`src/rtl/tod_pkg.sv`:
```
package tod_pkg;
  localparam int WORD_W   = 32;
  localparam int TIME_W   = 2 * WORD_W;
  localparam int ADDR_W   = 3;
  localparam int PERIOD_W = 28;
  localparam int MAG_W    = 3;
  localparam int STEP_W   = 8;

  localparam logic [ADDR_W-1:0] A_CTRL    = 3'd0;
  localparam logic [ADDR_W-1:0] A_LOAD_LO = 3'd1;
  localparam logic [ADDR_W-1:0] A_LOAD_HI = 3'd2;
  localparam logic [ADDR_W-1:0] A_DRIFT   = 3'd3;
  localparam logic [ADDR_W-1:0] A_HOLD    = 3'd4;
  localparam logic [ADDR_W-1:0] A_TIME_LO = 3'd5;
  localparam logic [ADDR_W-1:0] A_TIME_HI = 3'd6;

  localparam logic [WORD_W-1:0] CMD_PAUSE  = 32'd2;
  localparam logic [WORD_W-1:0] CMD_RESUME = 32'd4;

  typedef struct packed {
    logic                dir;
    logic [MAG_W-1:0]    mag;
    logic [PERIOD_W-1:0] period;
  } drift_cfg_t;

  function automatic logic [PERIOD_W-1:0] eff_period(input logic [PERIOD_W-1:0] p);
    return (p == '0) ? PERIOD_W'(1) : p;
  endfunction

  function automatic logic [STEP_W-1:0] step_calc(input logic fire, input drift_cfg_t cfg,
                                                  input int unsigned quantum);
    logic [STEP_W-1:0] base;
    base = STEP_W'(quantum);
    if (!fire)       return base;
    else if (cfg.dir) return base + STEP_W'(cfg.mag);
    else              return base - STEP_W'(cfg.mag);
  endfunction
endpackage

```
`src/rtl/tod_ctrl_regs.sv`:
```
module tod_ctrl_regs
  import tod_pkg::*;
(
  input  logic              clk,
  input  logic              rst_n,
  input  logic              wr_en,
  input  logic [ADDR_W-1:0] wr_addr,
  input  logic [WORD_W-1:0] wr_data,
  output logic              running,
  output logic              drift_hold,
  output drift_cfg_t        cfg_q,
  output logic              ld_lo_we,
  output logic              ld_hi_we,
  output logic [WORD_W-1:0] ld_data
);
  logic ctrl_we, drift_we, hold_we;

  assign ctrl_we  = wr_en && (wr_addr == A_CTRL);
  assign drift_we = wr_en && (wr_addr == A_DRIFT) && drift_hold;
  assign hold_we  = wr_en && (wr_addr == A_HOLD);
  assign ld_lo_we = wr_en && (wr_addr == A_LOAD_LO) && !running;
  assign ld_hi_we = wr_en && (wr_addr == A_LOAD_HI) && !running;
  assign ld_data  = wr_data;

  always_ff @(posedge clk) begin
    if (!rst_n) begin
      running    <= 1'b0;
      drift_hold <= 1'b0;
      cfg_q      <= '0;
    end else begin
      if (ctrl_we && wr_data == CMD_PAUSE)  running <= 1'b0;
      if (ctrl_we && wr_data == CMD_RESUME) running <= 1'b1;
      if (hold_we)  drift_hold <= wr_data[0];
      if (drift_we) cfg_q      <= drift_cfg_t'(wr_data);
    end
  end
endmodule

```
`src/rtl/tod_drift_engine.sv`:
```
module tod_drift_engine
  import tod_pkg::*;
#(
  parameter int unsigned QUANTUM_NS = 16
) (
  input  logic              clk,
  input  logic              rst_n,
  input  logic              advance,
  input  logic              hold,
  input  drift_cfg_t        cfg,
  output logic              fire,
  output logic [STEP_W-1:0] step_ns
);
  logic [PERIOD_W-1:0] qcnt;
  logic [PERIOD_W-1:0] last_idx;

  assign last_idx = eff_period(cfg.period) - PERIOD_W'(1);
  assign fire     = advance && !hold && (qcnt == last_idx);
  assign step_ns  = step_calc(fire, cfg, QUANTUM_NS);

  always_ff @(posedge clk) begin
    if (!rst_n || hold) begin
      qcnt <= '0;
    end else if (advance) begin
      qcnt <= fire ? '0 : qcnt + PERIOD_W'(1);
    end
  end
endmodule

```
`src/rtl/tod_time_core.sv`:
```
module tod_time_core
  import tod_pkg::*;
(
  input  logic              clk,
  input  logic              rst_n,
  input  logic              running,
  input  logic [STEP_W-1:0] step_ns,
  input  logic              ld_lo_we,
  input  logic              ld_hi_we,
  input  logic [WORD_W-1:0] ld_data,
  output logic [TIME_W-1:0] time_q
);
  always_ff @(posedge clk) begin
    if (!rst_n) begin
      time_q <= '0;
    end else if (running) begin
      time_q <= time_q + TIME_W'(step_ns);
    end else begin
      if (ld_lo_we) time_q[WORD_W-1:0]      <= ld_data;
      if (ld_hi_we) time_q[TIME_W-1:WORD_W] <= ld_data;
    end
  end
endmodule

```
`src/rtl/tod_readback.sv`:
```
module tod_readback
  import tod_pkg::*;
(
  input  logic              clk,
  input  logic              rst_n,
  input  logic              rd_en,
  input  logic [ADDR_W-1:0] rd_addr,
  input  logic              running,
  input  logic              drift_hold,
  input  drift_cfg_t        cfg_q,
  input  logic [TIME_W-1:0] time_q,
  output logic [WORD_W-1:0] rd_data
);
  logic [WORD_W-1:0] hi_shadow;

  always_ff @(posedge clk) begin
    if (!rst_n) begin
      rd_data   <= '0;
      hi_shadow <= '0;
    end else if (rd_en) begin
      unique case (rd_addr)
        A_CTRL:    rd_data <= WORD_W'(running);
        A_DRIFT:   rd_data <= WORD_W'(cfg_q);
        A_HOLD:    rd_data <= WORD_W'(drift_hold);
        A_TIME_LO: begin
          rd_data   <= time_q[WORD_W-1:0];
          hi_shadow <= time_q[TIME_W-1:WORD_W];
        end
        A_TIME_HI: rd_data <= hi_shadow;
        default:   rd_data <= '0;
      endcase
    end
  end
endmodule

```
`src/rtl/tod_drift_counter.sv`:
```
module tod_drift_counter
  import tod_pkg::*;
#(
  parameter int unsigned QUANTUM_NS = 16
) (
  input  logic              clk,
  input  logic              rst_n,
  input  logic              wr_en,
  input  logic [ADDR_W-1:0] wr_addr,
  input  logic [WORD_W-1:0] wr_data,
  input  logic              rd_en,
  input  logic [ADDR_W-1:0] rd_addr,
  output logic [WORD_W-1:0] rd_data
);
  logic              running;
  logic              drift_hold;
  drift_cfg_t        cfg_q;
  logic              ld_lo_we;
  logic              ld_hi_we;
  logic [WORD_W-1:0] ld_data;
  logic              drift_fire;
  logic [STEP_W-1:0] step_ns;
  logic [TIME_W-1:0] time_q;

  tod_ctrl_regs u_regs (
    .clk(clk), .rst_n(rst_n), .wr_en(wr_en), .wr_addr(wr_addr), .wr_data(wr_data),
    .running(running), .drift_hold(drift_hold), .cfg_q(cfg_q),
    .ld_lo_we(ld_lo_we), .ld_hi_we(ld_hi_we), .ld_data(ld_data)
  );

  tod_drift_engine #(.QUANTUM_NS(QUANTUM_NS)) u_drift (
    .clk(clk), .rst_n(rst_n), .advance(running), .hold(drift_hold), .cfg(cfg_q),
    .fire(drift_fire), .step_ns(step_ns)
  );

  tod_time_core u_time (
    .clk(clk), .rst_n(rst_n), .running(running), .step_ns(step_ns),
    .ld_lo_we(ld_lo_we), .ld_hi_we(ld_hi_we), .ld_data(ld_data), .time_q(time_q)
  );

  tod_readback u_rd (
    .clk(clk), .rst_n(rst_n), .rd_en(rd_en), .rd_addr(rd_addr),
    .running(running), .drift_hold(drift_hold), .cfg_q(cfg_q), .time_q(time_q),
    .rd_data(rd_data)
  );
endmodule

```
`config.mk`:
```
export PLATFORM = sky130hd
export DESIGN_NAME = tod_drift_counter
export DESIGN_NICKNAME = d
export VERILOG_FILES = /design/src/rtl/tod_pkg.sv /design/src/rtl/tod_ctrl_regs.sv /design/src/rtl/tod_drift_engine.sv /design/src/rtl/tod_time_core.sv /design/src/rtl/tod_readback.sv /design/src/rtl/tod_drift_counter.sv
export SDC_FILE = /design/constraint.sdc
export NUM_CORES = 1
export LEC_CHECK = 0
export BUFFER_PORTS_ARGS = -buffer_cell sky130_fd_sc_hd__clkbuf_2
export CORE_ASPECT_RATIO = 1.5
export CORE_UTILIZATION = 25
export CTS_CLUSTER_DIAMETER = 120
export DETAILED_ROUTE_END_ITERATION = 10
export PLACE_DENSITY = 0.38
export SETUP_SLACK_MARGIN = 0.1
export SLEW_MARGIN = 40
export SYNTH_ARGS = -nofsm -noshare
export SYNTH_HDL_FRONTEND = slang
export SYNTH_SLANG_ARGS = --single-unit
```
`constraint.sdc`:
```
create_clock -name clk -period 6.5 [get_ports clk]
set_input_delay 0.65 -clock clk [delete_from_list [all_inputs] [get_ports clk]]
set_output_delay 0.65 -clock clk [all_outputs]
set_load 0.01 [all_outputs]
```
==> results of run 1 <==
## metal layers
layer / global-route usage [%] / wire [µm]
met3: 2.28 / 899
met4: 5.43 / 730
met1: 22.9 / 17200
met5: 0 / 0
met2: 31.7 / 20000
## through the flow
stage | power, µW | cell area [µm²] | setup slack [ns] | hold slack, ns | cells
6_report | 2420 | 12200 | 0.843 | 0.461 | 1957
2_1_floorplan | 1300 | 10700 | 1.25 | 0.432 | 1369
5_1_grt | 2520 | 12200 | 0.165 | 0.478 | 1957
3_5_place_dp | 1380 | 11600 | 0.848 | 0.452 | 1925
4_1_cts | 2450 | 12200 | 0.830 | 0.462 | 1956
3_3_place_gp | 1380 | 11600 | 0.953 | 0.444 | 1922
## state kept, by name, indices dropped and copies added (netlist names)
| register | cells |
|---|---|
| u_drift.qcnt | 28 |
| u_time.time_q | 64 |
| u_regs.cfg_q | 32 |
| u_regs.running | 1 |
| u_rd.hi_shadow | 32 |
| u_rd.rd_data | 32 |
| u_regs.drift_hold | 1 |
## layout by cell type (no fill, tap or decap), types with 3 or more instances in the layout
cell type and n:
nor3_1 19, mux2i_1 26, nand2b_1 7, nand4_1 25
a211oi_1 17, buf_4 19, nand2_1 182, nor4_1 18
o21ai_0 48, ha_1 9, a21o_1 3, mux2_2 38
and3_1 19, nor3b_1 6, nor2b_1 11, a21oi_1 161
a31oi_1 3, xor2_1 63, o21bai_1 3, clkbuf_16 18
clkbuf_2 72, buf_16 3, nand4b_1 6, nor4_4 3
xnor2_1 50, a22o_1 31, o31ai_1 3, inv_1 17
clkbuf_1 3, nor2_1 162, and2_1 8, and4_1 16
or3_1 5, dfxtp_1 189, nand3_1 37, a22oi_1 32
nand3b_1 6
## worst register-to-register path: cells and delay by family (launching register included)
kind                     cells  cell delay (ns)
AND/OR/NAND/NOR             12             2.67
AO/OA/AOI/OAI                6             1.20
adder cells (fa/ha/maj)      3             0.94
flip-flops                   1             0.57
XOR/XNOR                     1             0.13
## kinds of logic (layout without fill, tap and decap cells)
kind of cell / count (synthesis) / in the layout
flip-flops: 190 / 190
XOR/XNOR: 113 / 113
AND/OR/NAND/NOR: 546 / 546
AO/OA/AOI/OAI: 324 / 324
multiplexers: 64 / 64
adder cells (fa/ha/maj): 10 / 10
buffers and inverters: 122 / 146
## final cells by class
type	instances	area (µm²)
clock buffers	23	489
clock inverters	8	81.3
fillers	4631	29900
inverters	19	76.3
multi-input cells	1057	6460
flip-flops and latches	190	3810
well taps	564	706
repair buffers	96	608
## where the power goes
group	switching [µW]	leakage, µW	internal [µW]	total, µW
registers	13.5	0.00153	1170	1190
clock network	492	0.000275	571	1060
logic	113	0.00248	52.3	165
total	619	0.00429	1800	2420
## worst max-delay path by stage
stage / from / end / depth (start not counted)
floorplan: u_regs.cfg_q[6] / u_time.time_q[62] / 23
global placement: u_regs.cfg_q[15] / u_time.time_q[55] / 20
detailed placement: u_regs.cfg_q[15] / u_time.time_q[55] / 21
CTS: u_regs.cfg_q[15] / u_time.time_q[63] / 21
global route: u_regs.cfg_q[15] / u_time.time_q[52] / 22
finish: u_regs.cfg_q[15] / u_time.time_q[62] / 22
==> impl_results.md, run 1 <==
- Status: finished, final reports clean
- Top FF cell, synth: dfxtp_1
- Row count: 92
- Remaining Overflow, GRT: 0
- Average size of a mapped cell: 7.82 µm²
- Worst path slowest cell: dfxtp_1
- Number of vias per cell: 4.95
- Async SR Flop Fraction: 0%
- Critical Path Max Stage Delay: about 0.57 ns
- Dpl hpwl: 28300 µm
- Max cap viols: 0
- CTS Buffer Depth: 2
- Commonest cells in the synthesized netlist: dfxtp_1, nand2_1, nor2_1, a21oi_1, clkbuf_1
- Largest net degree at the start of global routing: 73
- Worst setup SP type: flop
- Vias in the first global route: 9558
- Largest cells by area after synthesis: dfxtp_1, a21oi_1, nand2_1
- Cts bufs inserted: 17
- Syn_nets: roughly 1400
- Syn Std Cell Area: 10700 µm²
- Worst slew pin tran: 0.782 ns
- Wire per inst: 19.8 µm
- Critical Path RT: roughly 6.8 ns
- Initial Util: 25.4%
- Clk slew on worst S/H paths: ~0.070 ns
- Detail Route Antenna Nets: 0
- Core area: between 40000 and 50000 µm²
- Num ports: 74
- PortBufs: 73
- Synth top area share: 35.5%
- RSZ-0062 raised after global routing: false
- Post-CTS Setup Bufs: 0
- Mapped Cells: 1369
- Max Fclk: 177 MHz
- Leak: 0.00429 µW
- Kind of critical path: reg2reg
- PwrDens: 197 nW/µm²
- Mux cell area share after synthesis: 6.43%
- Reg-to-Reg End: u_time.time_q[62]
- Min-delay src: u_rd.hi_shadow[7]
- Minimum clock period: between 5 and 6 ns
- Worst hold path cell count: 2
- Vias: ~9700
- Post-synthesis sequential area ratio: a little over a third
- First-pass GRT wire length: 59900 µm
- Clk root buf: clkbuf_16
- Pre-antenna DRT Iters: 4
- Crit path DAT: 5.98 ns
- Slew margin rel.: 47.5%
- Cell accounting for the most synthesized area: dfxtp_1
- Max-slew violations: 0
- Post-Synth Adder-Cell Area: under 10%
- GP Congestion: 0.869
- Final Hold Violating Endpoints: 0
- CP bufs+invs: 0
- CP Capture Type: flop
- Hold path endpoint: u_rd.hi_shadow[7]
- Final Cycle Share: 87.0%
- Die span in y: 255 µm
- Final nets: 1433
- Largest family of logic cells by synthesized area: simple AND/OR/NAND/NOR gates
- Layout Area Growth over Synthesis: 14.3%
- Cts repair resizes: 0
- Die Width: 171 µm
- Fin Setup TNS: 0 ns
- GRT Total Usage: 18.1%
- R2R cell count: 22
- Clk sink count: 190
- Synth cell types: 65
- Worst path top cell family by delay: simple AND/OR/NAND/NOR gates
- Initial drt markers: 477
- Clock latency on the worst-skew pair: 0.46 ns
- Share of cells above drive strength 1: between 10% and 20%
- CP Max Fanout: 11
- Post-synthesis compound-gate area fraction: between 10% and 20%
- Clock Skew: 0.0117 ns
- Hold crit path type: reg2reg
- Count leader, synth: dfxtp_1
- Flops & latches, synth: 190
- Finish-stage setup viols: 0
- WL final: 38800 µm
- DIE AREA: 43700 µm²
- Setup slack, reg-to-reg: 0.84 ns
- EDFF count, synth: 0
- Max VDD drop: 0.173 mV
- Simple-Gate Fraction of Synth Area: 24.5%
- Yosys warning total: 0
- Number of diodes: 0
- TritonCTS clock tree: yes
- Hold_buf cts: 0
- Final Util: 29.0%
- Remaining DRCs: 0
- Worst R2R Start: u_regs.cfg_q[15]
- H-tree levels: 4
- Synth Area in XOR/XNOR: 9.24%
- Antenna violations before repair: 0
- Cell Chain, Critical Path: nor4_4 > and4_1 > a31oi_1 > ha_1 > nor4b_1 > nand2_1 > o32ai_1 > nor3b_1 > nand2_1 > and4_1 > nand3_1 > nor2_1 > ha_1 > fa_1 > a21o_1 > a21oi_1 > o21bai_1 > and2_1 > and2_1 > and3_1 > xnor2_1 > a21oi_1
No activity file was read; power rests on OpenSTA's default activity.
==> inputs of run 2 (changes only) <==
--- a/config.mk
+++ b/config.mk
@@ -7,6 +7,7 @@
 export LEC_CHECK = 0
 export BUFFER_PORTS_ARGS = -buffer_cell sky130_fd_sc_hd__clkbuf_2
 export CORE_ASPECT_RATIO = 1.5
+export CORE_MARGIN = 5
 export CORE_UTILIZATION = 25
 export CTS_CLUSTER_DIAMETER = 120
 export DETAILED_ROUTE_END_ITERATION = 10
==> run 2 against run 1 <==
Compared with the run above: final area down 0.11%; combinational power about the same; count of clock-buffer cells in the layout down 4; worst hold slack worse by 0.0024 ns; fmax down 2.1%; largest cell class unchanged.
==> impl_results.md, run 2 (synthesis gave the netlist of run 1 again) <==
- Status: finished, final reports clean (unchanged)
- Crit path DAT: 6.09 ns (was 5.98 ns)
- Worst path slowest cell: dfxtp_1 (unchanged)
- First-pass GRT wire length: 60800 µm (was 59900 µm)
- Remaining DRCs: 0 (unchanged)
- Sw frac: 24.6% (was 25.6%)
- Clock power share: 47.3% (was 44.1%)
- Most flops, register: u_time.time_q (unchanged)
- Clock Skew: 0.0156 ns (was 0.0117 ns)
- Cts repair resizes: 0 (unchanged)
- RSZ-0062 raised after global routing: false (unchanged)
- Slew margin rel.: 40.6% (was 47.5%)
- CP Capture Type: flop (unchanged)
- Hold path endpoint: u_rd.hi_shadow[25] (was u_rd.hi_shadow[7])
- GP Congestion: 0.850 (was 0.869)
- Number of vias per cell: 4.99 (was 4.95)
- Pre-antenna DRT Iters: 6 (was 4)
- Vias in the first global route: 9856 (was 9558)
- Sequential Power Share: 46.4% (was 49.1%)
- Minimum clock period: 5.78 ns (was 5.66 ns)
- Share of cells above drive strength 1: 13.0% (was 13.1%)
- Clk slew on worst S/H paths: 0.07 ns (about the same)
- Reg-to-Reg End: u_time.time_q[36] (was u_time.time_q[62])
- Vias: 9777 (was 9682)
- Largest net degree at the start of global routing: 75 (was 73)
- Wire per inst: 20.1 µm (was 19.8 µm)
- Die Width: 179 µm (was 171 µm)
- Min-delay src: u_rd.hi_shadow[25] (was u_rd.hi_shadow[7])
- CTS Buffer Depth: 2 (unchanged)
- Die span in y: 263 µm (was 255 µm)
- Initial Util: 25.1% (was 25.4%)
- Remaining Overflow, GRT: 0 (unchanged)
- Final Hold Violating Endpoints: 0 (unchanged)
- Clk sink count: 190 (unchanged)
- Max Fclk: 173 MHz (was 177 MHz)
- Critical Path Max Stage Delay: 0.58 ns (was 0.57 ns)
- WL final: 39300 µm (was 38800 µm)
- Worst slew pin tran: 0.884 ns (was 0.782 ns)
- Post-CTS Setup Bufs: 0 (unchanged)
- Cell Chain, Critical Path: nor3_1 > and4_1 > a31oi_1 > ha_1 > nor4b_1 > nand2_1 > nor4_1 > o221ai_1 > a221oi_1 > and4_1 > nand3_1 > or3_1 > ha_1 > inv_1 > o21bai_1 > and2_1 > nand2_1 > nor4_1 > xnor2_1 > a21oi_1 (was nor4_4 > and4_1 > a31oi_1 > ha_1 > nor4b_1 > nand2_1 > o32ai_1 > nor3b_1 > nand2_1 > and4_1 > nand3_1 > nor2_1 > ha_1 > fa_1 > a21o_1 > a21oi_1 > o21bai_1 > and2_1 > and2_1 > and3_1 > xnor2_1 > a21oi_1)
- Kind of critical path: reg2reg (unchanged)
- Finish-stage setup viols: 0 (unchanged)
- Comb pwr share: 6.3% (was 6.8%)
- Initial drt markers: 467 (was 477)
- Max cap viols: 0 (unchanged)
- Max VDD drop: 0.171 mV (was 0.173 mV)
- Most frequent cells in the layout: dfxtp_1, nand2_1, nor2_1 (unchanged)
- PwrDens: 209 nW/µm² (was 197 nW/µm²)
- Leak: 0.00429 µW (about the same)
- Clk root buf: clkbuf_16 (unchanged)
- PortBufs: 73 (unchanged)
- Worst path top cell family by delay: simple AND/OR/NAND/NOR gates (unchanged)
- Core area: 42700 µm² (was 42100 µm²)
- Worst setup SP type: flop (unchanged)
- Most common cell after layout, fill and taps aside: dfxtp_1 (unchanged)
- Hold_buf cts: 0 (unchanged)
- Cts bufs inserted: 17 (unchanged)
- Clock latency on the worst-skew pair: 0.46 ns (about the same)
- Layout Area Growth over Synthesis: 14.1% (was 14.3%)
- CP bufs+invs: 1 (was 0)
- Row count: 93 (was 92)
- Worst hold path cell count: 2 (unchanged)
- Max-slew violations: 0 (unchanged)
- DIE AREA: 47100 µm² (was 43700 µm²)
- Worst R2R Start: u_regs.cfg_q[14] (was u_regs.cfg_q[15])
- DP Cell Count: 1925 (unchanged)
- Hold crit path type: reg2reg (unchanged)
- Setup slack, reg-to-reg: 0.72 ns (was 0.84 ns)
- CP Max Fanout: 13 (was 11)
- Worst Hold Margin: 0.459 ns (was 0.461 ns)
- R2R cell count: 20 (was 22)
- Critical Path RT: 6.81 ns (was 6.82 ns)
- Fin Setup TNS: 0 ns (unchanged)
- Finished Layout Cells: 1958 (was 1957)
- Detail Route Antenna Nets: 0 (unchanged)
- Antenna violations before repair: 0 (unchanged)
- GRT Total Usage: 16.8% (was 18.1%)
- Final Cycle Share: 88.9% (was 87.0%)
- Max FFs per register: 64 (unchanged)
- Number of diodes: 0 (unchanged)
- Num ports: 74 (unchanged)
- Pint: 1930 µW (was 1800 µW)
- Dpl hpwl: 28700 µm (was 28300 µm)
- Final nets: 1427 (was 1433)
- TritonCTS clock tree: yes (unchanged)
- H-tree levels: 4 (unchanged)
- NetSw: 629 µW (was 619 µW)
run 2: power by group through the flow:
| stage | Clock, µW | Sequential [µW] | Combinational, µW |
|---|---|---|---|
| 3_5_place_dp | 0 | 1210 | 163 |
| 2_1_floorplan | 0 | 1210 | 92.7 |
| 3_3_place_gp | 0 | 1210 | 163 |
| 5_1_grt | 1290 | 1190 | 177 |
| 6_report | 1210 | 1190 | 162 |
| 4_1_cts | 1250 | 1190 | 164 |
run 2: layer usage:
| metal | GRT usage [%] | vias to the layer above | share of wire (%) |
|---|---|---|---|
| li1 | - | 4830 | - |
| met1 | 20.7 | 4661 | 43 |
| met4 | 7.18 | 0 | 3.9 |
| met3 | 2.82 | 75 | 3.3 |
| met2 | 28.6 | 211 | 50 |
| met5 | 0 | - | 0 |
run 2: worst max path at each step:
| stage | from | to | slack, ns | depth (start not counted) |
|---|---|---|---|---|
| 3_5_place_dp | u_regs.cfg_q[14] | u_time.time_q[35] | 0.80 | 20 |
| 2_1_floorplan | u_regs.cfg_q[6] | u_time.time_q[62] | 1.25 | 23 |
| 5_1_grt | u_regs.cfg_q[14] | u_time.time_q[62] | 0.10 | 22 |
| 6_report | u_regs.cfg_q[14] | u_time.time_q[36] | 0.72 | 20 |
| 3_3_place_gp | u_regs.cfg_q[14] | u_time.time_q[62] | 0.82 | 20 |
| 4_1_cts | u_regs.cfg_q[14] | u_time.time_q[36] | 0.75 | 20 |
run 2: worst register-to-register path: stages, from the launching register on:
cell      delay [ns]
dfxtp_1         0.58
nor3_1          0.22
and4_1          0.24
a31oi_1         0.27
ha_1            0.33
nor4b_1         0.37
nand2_1         0.30
nor4_1          0.33
o221ai_1        0.15
a221oi_1        0.21
and4_1          0.29
nand3_1         0.17
or3_1           0.37
ha_1            0.33
inv_1           0.05
o21bai_1        0.16
and2_1          0.45
nand2_1         0.25
nor4_1          0.32
xnor2_1         0.16
a21oi_1         0.08
run 2: cell type report:
type	instances	area (µm²)
clock inverter	13	210
clock buffer	19	453
sequential	190	3810
timing repair buffer	90	507
multi-input combinational	1057	6450
tap	570	713
inverter	19	73.8
fill	4698	30500
run 2: through the flow:
stage | util (%) | total power [µW] | cell area (µm²) | setup WS, ns
floorplan | - | 1300 | 10700 | 1.25
global placement | 27.0 | 1380 | 11500 | 0.817
detailed placement | 27.0 | 1380 | 11500 | 0.800
CTS | 28.6 | 2600 | 12200 | 0.753
global route | 28.6 | 2660 | 12200 | 0.102
finish | 28.6 | 2560 | 12200 | 0.721
